===== config.mk =====
export PLATFORM = sky130hd
export DESIGN_NAME = dl_overhead_port
export DESIGN_NICKNAME = d
export VERILOG_FILES = /design/src/rtl/dl_ovh_pkg.sv /design/src/rtl/dl_frame_tracker.sv /design/src/rtl/dl_tx_insert.sv /design/src/rtl/dl_rx_extract.sv /design/src/rtl/dl_overhead_port.sv
export SDC_FILE = /design/constraint.sdc
export NUM_CORES = 1
export LEC_CHECK = 0
export BUFFER_PORTS_ARGS = -buffer_cell sky130_fd_sc_hd__buf_2
export CAP_MARGIN = 5
export CORE_ASPECT_RATIO = 0.7
export CORE_UTILIZATION = 65
export CTS_BUF_LIST = sky130_fd_sc_hd__clkbuf_4
export DETAILED_ROUTE_END_ITERATION = 7
export PLACE_DENSITY_LB_ADDON = 0.05
export REMOVE_ABC_BUFFERS = 1
export SLEW_MARGIN = 10
export SYNTH_ARGS = -nofsm -noshare
export SYNTH_HDL_FRONTEND = slang
export SYNTH_SLANG_ARGS = --single-unit

===== constraint.sdc =====
create_clock -name clk -period 3.7 [get_ports clk]
set_input_delay 0.185 -clock clk [delete_from_list [all_inputs] [get_ports clk]]
set_output_delay 0.185 -clock clk [all_outputs]
set_load 0.005 [all_outputs]

===== src/rtl/dl_ovh_pkg.sv =====
`timescale 1ns/1ps
package dl_ovh_pkg;

  typedef enum logic {
    MODE_T1 = 1'b0,
    MODE_E1 = 1'b1
  } frame_mode_e;

  // True when the given bit/frame position carries a datalink bit.
  function automatic logic dl_slot(frame_mode_e m, int unsigned bit_idx,
                                   int unsigned frm_idx, logic nfas,
                                   int unsigned sa_first, int unsigned sa_last);
    if (m == MODE_T1) return (bit_idx == 0) && ((frm_idx % 2) == 0);
    return nfas && (bit_idx >= sa_first) && (bit_idx <= sa_last);
  endfunction

endpackage


===== src/rtl/dl_frame_tracker.sv =====
`timescale 1ns/1ps
module dl_frame_tracker
  import dl_ovh_pkg::*;
#(
  parameter int unsigned T1_BITS   = 193,
  parameter int unsigned E1_BITS   = 256,
  parameter int unsigned MF_FRAMES = 24,
  parameter int unsigned SA_FIRST  = 3,
  parameter int unsigned SA_LAST   = 7
) (
  input  logic clk,
  input  logic rst_n,
  input  logic mode,
  input  logic fsync,
  input  logic msync,
  input  logic fas,
  output logic dl_pos
);
  localparam int unsigned MAXB = (E1_BITS > T1_BITS) ? E1_BITS : T1_BITS;
  localparam int unsigned BW   = $clog2(MAXB);
  localparam int unsigned FW   = $clog2(MF_FRAMES);
  localparam int unsigned SAN  = SA_LAST - SA_FIRST + 1;
  localparam int unsigned RW   = $clog2(SAN + 1);

  logic [BW-1:0] bit_q, cur_bit, last_bit;
  logic [FW-1:0] frm_q, cur_frm;
  logic          nfas_q, cur_nfas, frame_end;
  frame_mode_e   fmode;

  always_comb begin
    fmode     = frame_mode_e'(mode);
    cur_bit   = fsync ? '0 : bit_q;
    cur_frm   = (fsync && msync) ? '0 : frm_q;
    cur_nfas  = fsync ? ~fas : nfas_q;
    last_bit  = (fmode == MODE_E1) ? BW'(E1_BITS - 1) : BW'(T1_BITS - 1);
    frame_end = (cur_bit >= last_bit);
    dl_pos    = dl_slot(fmode, 32'(cur_bit), 32'(cur_frm), cur_nfas,
                        SA_FIRST, SA_LAST);
  end

  always_ff @(posedge clk) begin
    if (!rst_n) begin
      bit_q  <= '0;
      frm_q  <= '0;
      nfas_q <= 1'b0;
    end else begin
      bit_q  <= frame_end ? '0 : cur_bit + 1'b1;
      if (frame_end)
        frm_q <= (cur_frm >= FW'(MF_FRAMES - 1)) ? '0 : cur_frm + 1'b1;
      else
        frm_q <= cur_frm;
      nfas_q <= frame_end ? ~cur_nfas : cur_nfas;
    end
  end

  // Length of the current run of consecutive datalink positions.
  logic [RW-1:0] run_q;
  always_ff @(posedge clk) begin
    if (!rst_n)          run_q <= '0;
    else if (!dl_pos)    run_q <= '0;
    else if (run_q != '1) run_q <= run_q + 1'b1;
  end

  assert_t1_spacing_R3: assert property (@(posedge clk) disable iff (!rst_n)
    (fmode == MODE_T1 && dl_pos) |=> (!dl_pos || fsync));

  assert_e1_run_R4: assert property (@(posedge clk) disable iff (!rst_n)
    (fmode == MODE_E1) |-> (run_q <= RW'(SAN)));
endmodule


===== src/rtl/dl_tx_insert.sv =====
`timescale 1ns/1ps
module dl_tx_insert (
  input  logic clk,
  input  logic rst_n,
  input  logic ext_en,
  input  logic dl_pos,
  input  logic ser_in,
  input  logic oh_data,
  output logic ser_out,
  output logic oh_clk
);
  logic stage_bit;

  // Strobe high for the bit period after the position; data captured
  // at its falling edge and substituted into the delayed stream.
  always_ff @(posedge clk) begin
    if (!rst_n) begin
      oh_clk    <= 1'b0;
      stage_bit <= 1'b0;
      ser_out   <= 1'b0;
    end else begin
      oh_clk    <= ext_en && dl_pos;
      stage_bit <= ser_in;
      ser_out   <= oh_clk ? oh_data : stage_bit;
    end
  end

  assert_tx_passthru_R5: assert property (@(posedge clk) disable iff (!rst_n)
    !$past(oh_clk) |-> (ser_out == $past(ser_in, 2)));
endmodule


===== src/rtl/dl_rx_extract.sv =====
`timescale 1ns/1ps
module dl_rx_extract (
  input  logic clk,
  input  logic rst_n,
  input  logic ext_en,
  input  logic dl_pos,
  input  logic ser_in,
  output logic ser_out,
  output logic oh_clk,
  output logic oh_data
);
  logic take;
  assign take = ext_en && dl_pos;

  always_ff @(posedge clk) begin
    if (!rst_n) begin
      oh_clk  <= 1'b0;
      oh_data <= 1'b0;
      ser_out <= 1'b0;
    end else begin
      oh_clk  <= take;
      ser_out <= ser_in;
      if (take) oh_data <= ser_in;
    end
  end

  assert_rx_hold_R7: assert property (@(posedge clk) disable iff (!rst_n)
    !oh_clk |-> $stable(oh_data));

  assert_rx_sample_R7: assert property (@(posedge clk) disable iff (!rst_n)
    oh_clk |-> (oh_data == ser_out));
endmodule


===== src/rtl/dl_overhead_port.sv =====
`timescale 1ns/1ps
module dl_overhead_port #(
  parameter int unsigned T1_BITS   = 193,
  parameter int unsigned E1_BITS   = 256,
  parameter int unsigned MF_FRAMES = 24,
  parameter int unsigned SA_FIRST  = 3,
  parameter int unsigned SA_LAST   = 7
) (
  input  logic clk,
  input  logic rst_n,
  input  logic mode,
  input  logic ext_en,
  input  logic tx_fsync,
  input  logic tx_msync,
  input  logic tx_fas,
  input  logic tx_ser_in,
  output logic tx_ser_out,
  output logic tx_oh_clk,
  input  logic tx_oh_data,
  input  logic rx_fsync,
  input  logic rx_msync,
  input  logic rx_fas,
  input  logic rx_ser_in,
  output logic rx_ser_out,
  output logic rx_oh_clk,
  output logic rx_oh_data
);
  localparam int unsigned NDIR = 2;  // 0 = transmit, 1 = receive

  logic [NDIR-1:0] fs, ms, fa, dl_hit;
  assign fs = {rx_fsync, tx_fsync};
  assign ms = {rx_msync, tx_msync};
  assign fa = {rx_fas,   tx_fas};

  for (genvar d = 0; d < NDIR; d++) begin : g_track
    dl_frame_tracker #(
      .T1_BITS(T1_BITS), .E1_BITS(E1_BITS), .MF_FRAMES(MF_FRAMES),
      .SA_FIRST(SA_FIRST), .SA_LAST(SA_LAST)
    ) u_trk (
      .clk(clk), .rst_n(rst_n), .mode(mode),
      .fsync(fs[d]), .msync(ms[d]), .fas(fa[d]),
      .dl_pos(dl_hit[d])
    );
  end

  dl_tx_insert u_tx (
    .clk(clk), .rst_n(rst_n), .ext_en(ext_en), .dl_pos(dl_hit[0]),
    .ser_in(tx_ser_in), .oh_data(tx_oh_data),
    .ser_out(tx_ser_out), .oh_clk(tx_oh_clk)
  );

  dl_rx_extract u_rx (
    .clk(clk), .rst_n(rst_n), .ext_en(ext_en), .dl_pos(dl_hit[1]),
    .ser_in(rx_ser_in), .ser_out(rx_ser_out),
    .oh_clk(rx_oh_clk), .oh_data(rx_oh_data)
  );

  assert_bypass_quiet_R2: assert property (@(posedge clk) disable iff (!rst_n)
    !$past(ext_en) |-> (!tx_oh_clk && !rx_oh_clk));

  assert_rx_unaltered_R8: assert property (@(posedge clk) disable iff (!rst_n)
    rx_ser_out == $past(rx_ser_in));
endmodule


## Word level (Yosys, flattened, before mapping)

Index checks and enable logic that the tools add are counted.

- Flip-flop bits (word level): 34
- Input bits: 13

- Add/subtract/negate cells: 4
- Magnitude comparators: 8
- Multiplexer cells: 16
- Bitwise logic cells: 5
- Reduce and logical (&&, ||, !) cells: 16

Operators with widths:

| operator | number |
|---|---|
| $logic_not A32 Y1 | 2 |
| $mux W5 | 6 |
| $add A8 B1 Y8 const B | 2 |
| $ge A8 B2 Y1 const B | 2 |
| $ge A8 B8 Y1 | 2 |
| $le A8 B3 Y1 const B | 2 |
| $logic_not A8 Y1 | 2 |
| $mux W8 | 2 |
| $add A5 B1 Y5 const B | 2 |
| $ge A5 B5 Y1 const B | 2 |
| $logic_and A1 B1 Y1 | 10 |
| $mux W1 | 7 |
| $mux W6 | 1 |
| $not A1 Y1 | 5 |
| $reduce_or A2 Y1 | 2 |

## Depth between registers and ports, before layout

- Depth in word-level cells: 6
- Gate-level depth with buffers: 11
- Gate-level depth less buffers: 10

## By module

From an unflattened synthesis, not the netlist that was laid out.

- Cell total of the unflattened synthesis: 228
- Area, all modules: 1958.1 sq um

By module, submodules not included:

| module | times used | cells an instance | area an instance (sq um) | seq. area each (sq um) |
|---|---|---|---|---|
| dl_frame_tracker | 2 | 106 | 888.4 | 280.3 |
| dl_rx_extract | 1 | 9 | 92.6 | 60.1 |
| dl_tx_insert | 1 | 7 | 88.8 | 60.1 |

## Worst setup path before layout

OpenSTA, ideal clock, no wires.

- Path type: input -> register
- Start: input port tx_fsync
- End: register g_track[0].u_trk.bit_q[2]
- Setup time: 0.064 ns
- Arrival time: 2.053 ns
- Data required time: 3.636 ns
- Setup slack: 1.583 ns
- Stages on the path: 10
- Path through: clkbuf_1 > nor2b_1 > ha_1 > a21oi_1 > nor3_1 > o31ai_1 > nor2_2 > or3_1 > buf_2 > nor2_1

- Cells in the longest elaborated chain, start to end: 3
- Elaborated cells on any way between the ends: 4
- Classes of those cells: 1 x add/sub; 1 x order compare; 1 x mux; 1 x reduce/logical

Ends and longest elaborated chain:

| element | RTL line | text |
|---|---|---|
| from (decl) | dl_overhead_port.sv:13 | `input logic tx_fsync,` |
| $mux W8 (*) | dl_frame_tracker.sv:32 | `cur_bit = fsync ? '0 : bit_q;` |
| $ge A8 B8 Y1 | dl_frame_tracker.sv:36 | `frame_end = (cur_bit >= last_bit);` |
| $reduce_or A2 Y1 (no line) | - |  |
| to (signal assigned) | dl_frame_tracker.sv:47 | `bit_q <= frame_end ? '0 : cur_bit + 1'b1;` |
| to (decl) | dl_frame_tracker.sv:25 | `logic [BW-1:0] bit_q, cur_bit, last_bit;` |

Every way passes the cells marked *; elsewhere a longest branch is shown, timed or not.
A chain may end at the register's enable or synchronous reset.

## Worst setup path after layout

- Start: register g_track[1].u_trk.bit_q[0]
- End: register g_track[1].u_trk.frm_q[4]

- Cells in the longest elaborated chain, start to end: 3

Ends and longest elaborated chain:

| element | RTL line | text |
|---|---|---|
| from (decl) | dl_frame_tracker.sv:25 |  |
| from (signal assigned) | dl_frame_tracker.sv:47 |  |
| $mux W8 | dl_frame_tracker.sv:32 |  |
| $ge A8 B8 Y1 | dl_frame_tracker.sv:36 |  |
| $mux W5 | dl_frame_tracker.sv:48 | `if (frame_end)` |
| to (signal assigned) | dl_frame_tracker.sv:49 | `frm_q <= (cur_frm >= FW'(MF_FRAMES - 1)) ? '0 : cur_frm + 1'b1;` |
| to (signal assigned) | dl_frame_tracker.sv:51 | `frm_q <= cur_frm;` |
| to (decl) | dl_frame_tracker.sv:26 | `logic [FW-1:0] frm_q, cur_frm;` |

Every way passes these cells.

==> reports/qor.csv <==
metric,value,unit
io_pins,18,
synthesis.area,0.001879,mm2
routed_via_density,6.067,
cts_tree,yes,
diodes,0,
path_clk_slew,100,ps
ys_seq_area_share,36.22,%
core_area,0.002590,mm2
maxCapViolCount,0,
swShare,26.13,%
yosysTopAreaCell,dfxtp_1,
h-tree-depth,2,
critPathCapture,g_track[1].u_trk.frm_q[4],
r2r_cells,9,
path_cells,nor2b_1 -> inv_1 -> ha_1 -> nand2b_1 -> a2bb2oi_1 -> o21ai_0 -> a31oi_1 -> o21ai_0 -> o211a_1,
fin_crit,2680,ps
wl,4152,um
final_max_slew_viol_count,0,
setup_viol,0,
grt_pass1_vias,1535,
drc,0,
fin_ws,1020,ps
portBuffers,17,
num_vias,1729,
cp-end-kind,flop,
use_met3,8.252,%
hpwl,3068,um
rrSetupSlack,1020,ps
critPathMaxFanout,13,
cts_root_buffer,clkbuf_4,
clock.fmax,0.3731,GHz
min_path_cells,2,
busiest_layer,met2,
grt_setup_unrepaired,no,
post_cts_resized,0,
clkLatencyLatePin,340,ps
antenna_left,0,
finalHoldViolCount,0,
use_met2,45.92,%
skew,7.138,ps
nets,275,
grtUsageTotal,29.68,%
initial_core_util,72.56,%
antenna_found_initial,0,
p_per_area,317.3,mW/mm2
gp_congestion,0.8552,
die_area,0.003113,mm2
crit_arrival,2920,ps
clockPowerShare,31.5,%
cts_buffers,5,
p_comb_share,9.7,%
cp-start-kind,flop,
crit_buf_inv,1,
tightest_slew,1004,ps
min_path_type,primary input to flop,
route.detailed.wl_per_inst,14.57,um
ctsHoldBuffers,0,
p_int,0.4771,mW
synth.distinct_cells,41,
syn_to_final_growth,8.322,%
slew_headroom,32.76,%
cts_setup_buffers,0,
yosys_warnings,0,
cp.depth,9,
yosysTopAreaCellShare,36.22,%
yosys-top-cells-area,"dfxtp_1 36%, ha_1 8.0%, nand2_1 6.4%",
post-route-period-util,72.43,%
grt-ovfl-total,0,
die_h,46.99,um
leakage,0.8668,nW
slowest_delay,770,ps
clkSinkCount,34,
std_cell_rows,15,
dp_cells,277,
fin_hold_ws,57.50,ps
regToRegEndpoint,g_track[1].u_trk.frm_q[4],
avgSynthCellArea,8.100,um2
synthCells,232,
dr.pass1.iters,5,
grt_pass1_wl,6706,um
crit_family,compound AO/OA/AOI/OAI gates,
power_frac_seq,58.8,%
cpMostUsedCell,o21ai_0,
fin_util,78.60,%
tns,0,ps
status,"complete, no violations",
drt-initial-drc-count,110,
crit_start,g_track[1].u_trk.bit_q[0],
p_sw,0.1687,mW
crit_type,flop to flop,
synth-seq-cells,34,
drive_above_1_share,11.55,%
max-vdd-ir-drop,0.0002523,V
met1_usage,39.64,%
final_cells,285,
critPathRequiredTime,3940,ps
cpMaxStageDelayCell,a31oi_1,
clock_path_buffers,2,
grt_max_degree,16,
dieWidth,66.27,um
pre_cts_slack,1044,ps
reg2reg_from,g_track[1].u_trk.bit_q[0],
## cells by family after synthesis
group,Yosys count,synth area share (%)
multiplexers,3,1.664
AND/OR/NAND/NOR,112,28.90
flip-flops,34,36.22
adder cells (fa/ha/maj),12,7.989
XOR/XNOR,13,6.059
AO/OA/AOI/OAI,44,16.25
buffers and inverters,14,2.929
## area by class of cell
cell class	count	area, um2
multi-input cells	184	1144
flip-flops and latches	34	680.7
fillers	169	554.3
repair buffers	17	85.08
clock buffers	6	45.04
well taps	34	42.54
inverters	8	30.03
clock inverters	2	8.758
## how the worst min path moves through the flow
stage	from	endpoint	slack, ps
after floorplan	rst_n	u_tx.oh_clk	300
after global placement	tx_ser_in	u_tx.stage_bit	390
after global routing	tx_ser_in	u_tx.stage_bit	40
after detailed placement	tx_ser_in	u_tx.stage_bit	410
after CTS	tx_ser_in	u_tx.stage_bit	60
final	tx_ser_in	u_tx.stage_bit	60
## stage by stage
stage | power [mW] | cell area [um2]
after floorplan | 0.4233 | 1854
after global placement | 0.4454 | 1982
after detailed placement | 0.4489 | 1982
after CTS | 0.6451 | 2036
after global routing | 0.6715 | 2036
final | 0.6459 | 2036
## metal layers
layer / vias to the layer above / routed length [um]
met5: - / 0
met4: 0 / 92
met3: 17 / 307
met2: 77 / 1807
met1: 798 / 1945
li1: 837 / -
## state kept, by name, summed over array words and instances, names as in the netlist
register              cells
g_track.u_trk.bit_q      16
g_track.u_trk.frm_q      10
g_track.u_trk.nfas_q      2
u_rx.oh_clk               1
u_rx.oh_data              1
u_rx.ser_out              1
u_tx.oh_clk               1
u_tx.ser_out              1
u_tx.stage_bit            1
## layout by cell type (no fill, tap or decap), types with 5 or more instances in the layout
cell type | netlist | layout
nand2_1 | 32 | 32
nand4_1 | 5 | 5
buf_2 | 2 | 17
nand3_1 | 5 | 5
clkbuf_4 | 0 | 6
o21ai_0 | 9 | 9
and2_1 | 5 | 5
nor2b_1 | 11 | 11
dfxtp_1 | 34 | 34
nor3_1 | 7 | 7
inv_1 | 8 | 8
xnor2_1 | 6 | 6
a21oi_1 | 13 | 13
ha_1 | 12 | 12
and3_1 | 5 | 5
nor2_1 | 30 | 30
xor2_1 | 7 | 7
## synth_stat cells
| master | count |
|---|---|
| mux2_2 | 1 |
| a31oi_1 | 3 |
| o22ai_1 | 2 |
| o21bai_1 | 1 |
| o21bai_2 | 1 |
| a21oi_1 | 13 |
| nand4b_1 | 2 |
| a2bb2oi_1 | 2 |
| nor3_1 | 7 |
| nand2_1 | 32 |
| buf_2 | 2 |
| o21ai_2 | 1 |
| inv_1 | 8 |
| xor2_1 | 7 |
| o21ai_0 | 9 |
| nand2b_1 | 3 |
| o31ai_1 | 1 |
| o211a_1 | 1 |
| nor3b_1 | 1 |
| o211ai_1 | 1 |
| a2111oi_4 | 1 |
| and2_1 | 5 |
| nor2b_1 | 11 |
| ha_1 | 12 |
| or3_1 | 1 |
| nand4_1 | 5 |
| clkbuf_1 | 4 |
| nor2_2 | 1 |
| nor2_1 | 30 |
| a211oi_1 | 1 |
| or4_1 | 1 |
| xnor2_1 | 6 |
| a32o_1 | 1 |
| and3b_1 | 1 |
| a21o_1 | 3 |
| nand3b_1 | 2 |
| and3_1 | 5 |
| dfxtp_1 | 34 |
| mux2i_1 | 2 |
| nand3_1 | 5 |
| a22o_1 | 3 |
## power groups by stage
stage                     Sequential [mW]  Clock [mW]  Combinational, mW
after floorplan                     0.387           0             0.0364
after global placement              0.387           0             0.0581
after detailed placement            0.388           0             0.0612
after CTS                           0.379       0.204             0.0615
after global routing                0.381       0.220             0.0703
final                               0.380       0.204             0.0625
Note: power is estimated with default switching activity, not from simulation.
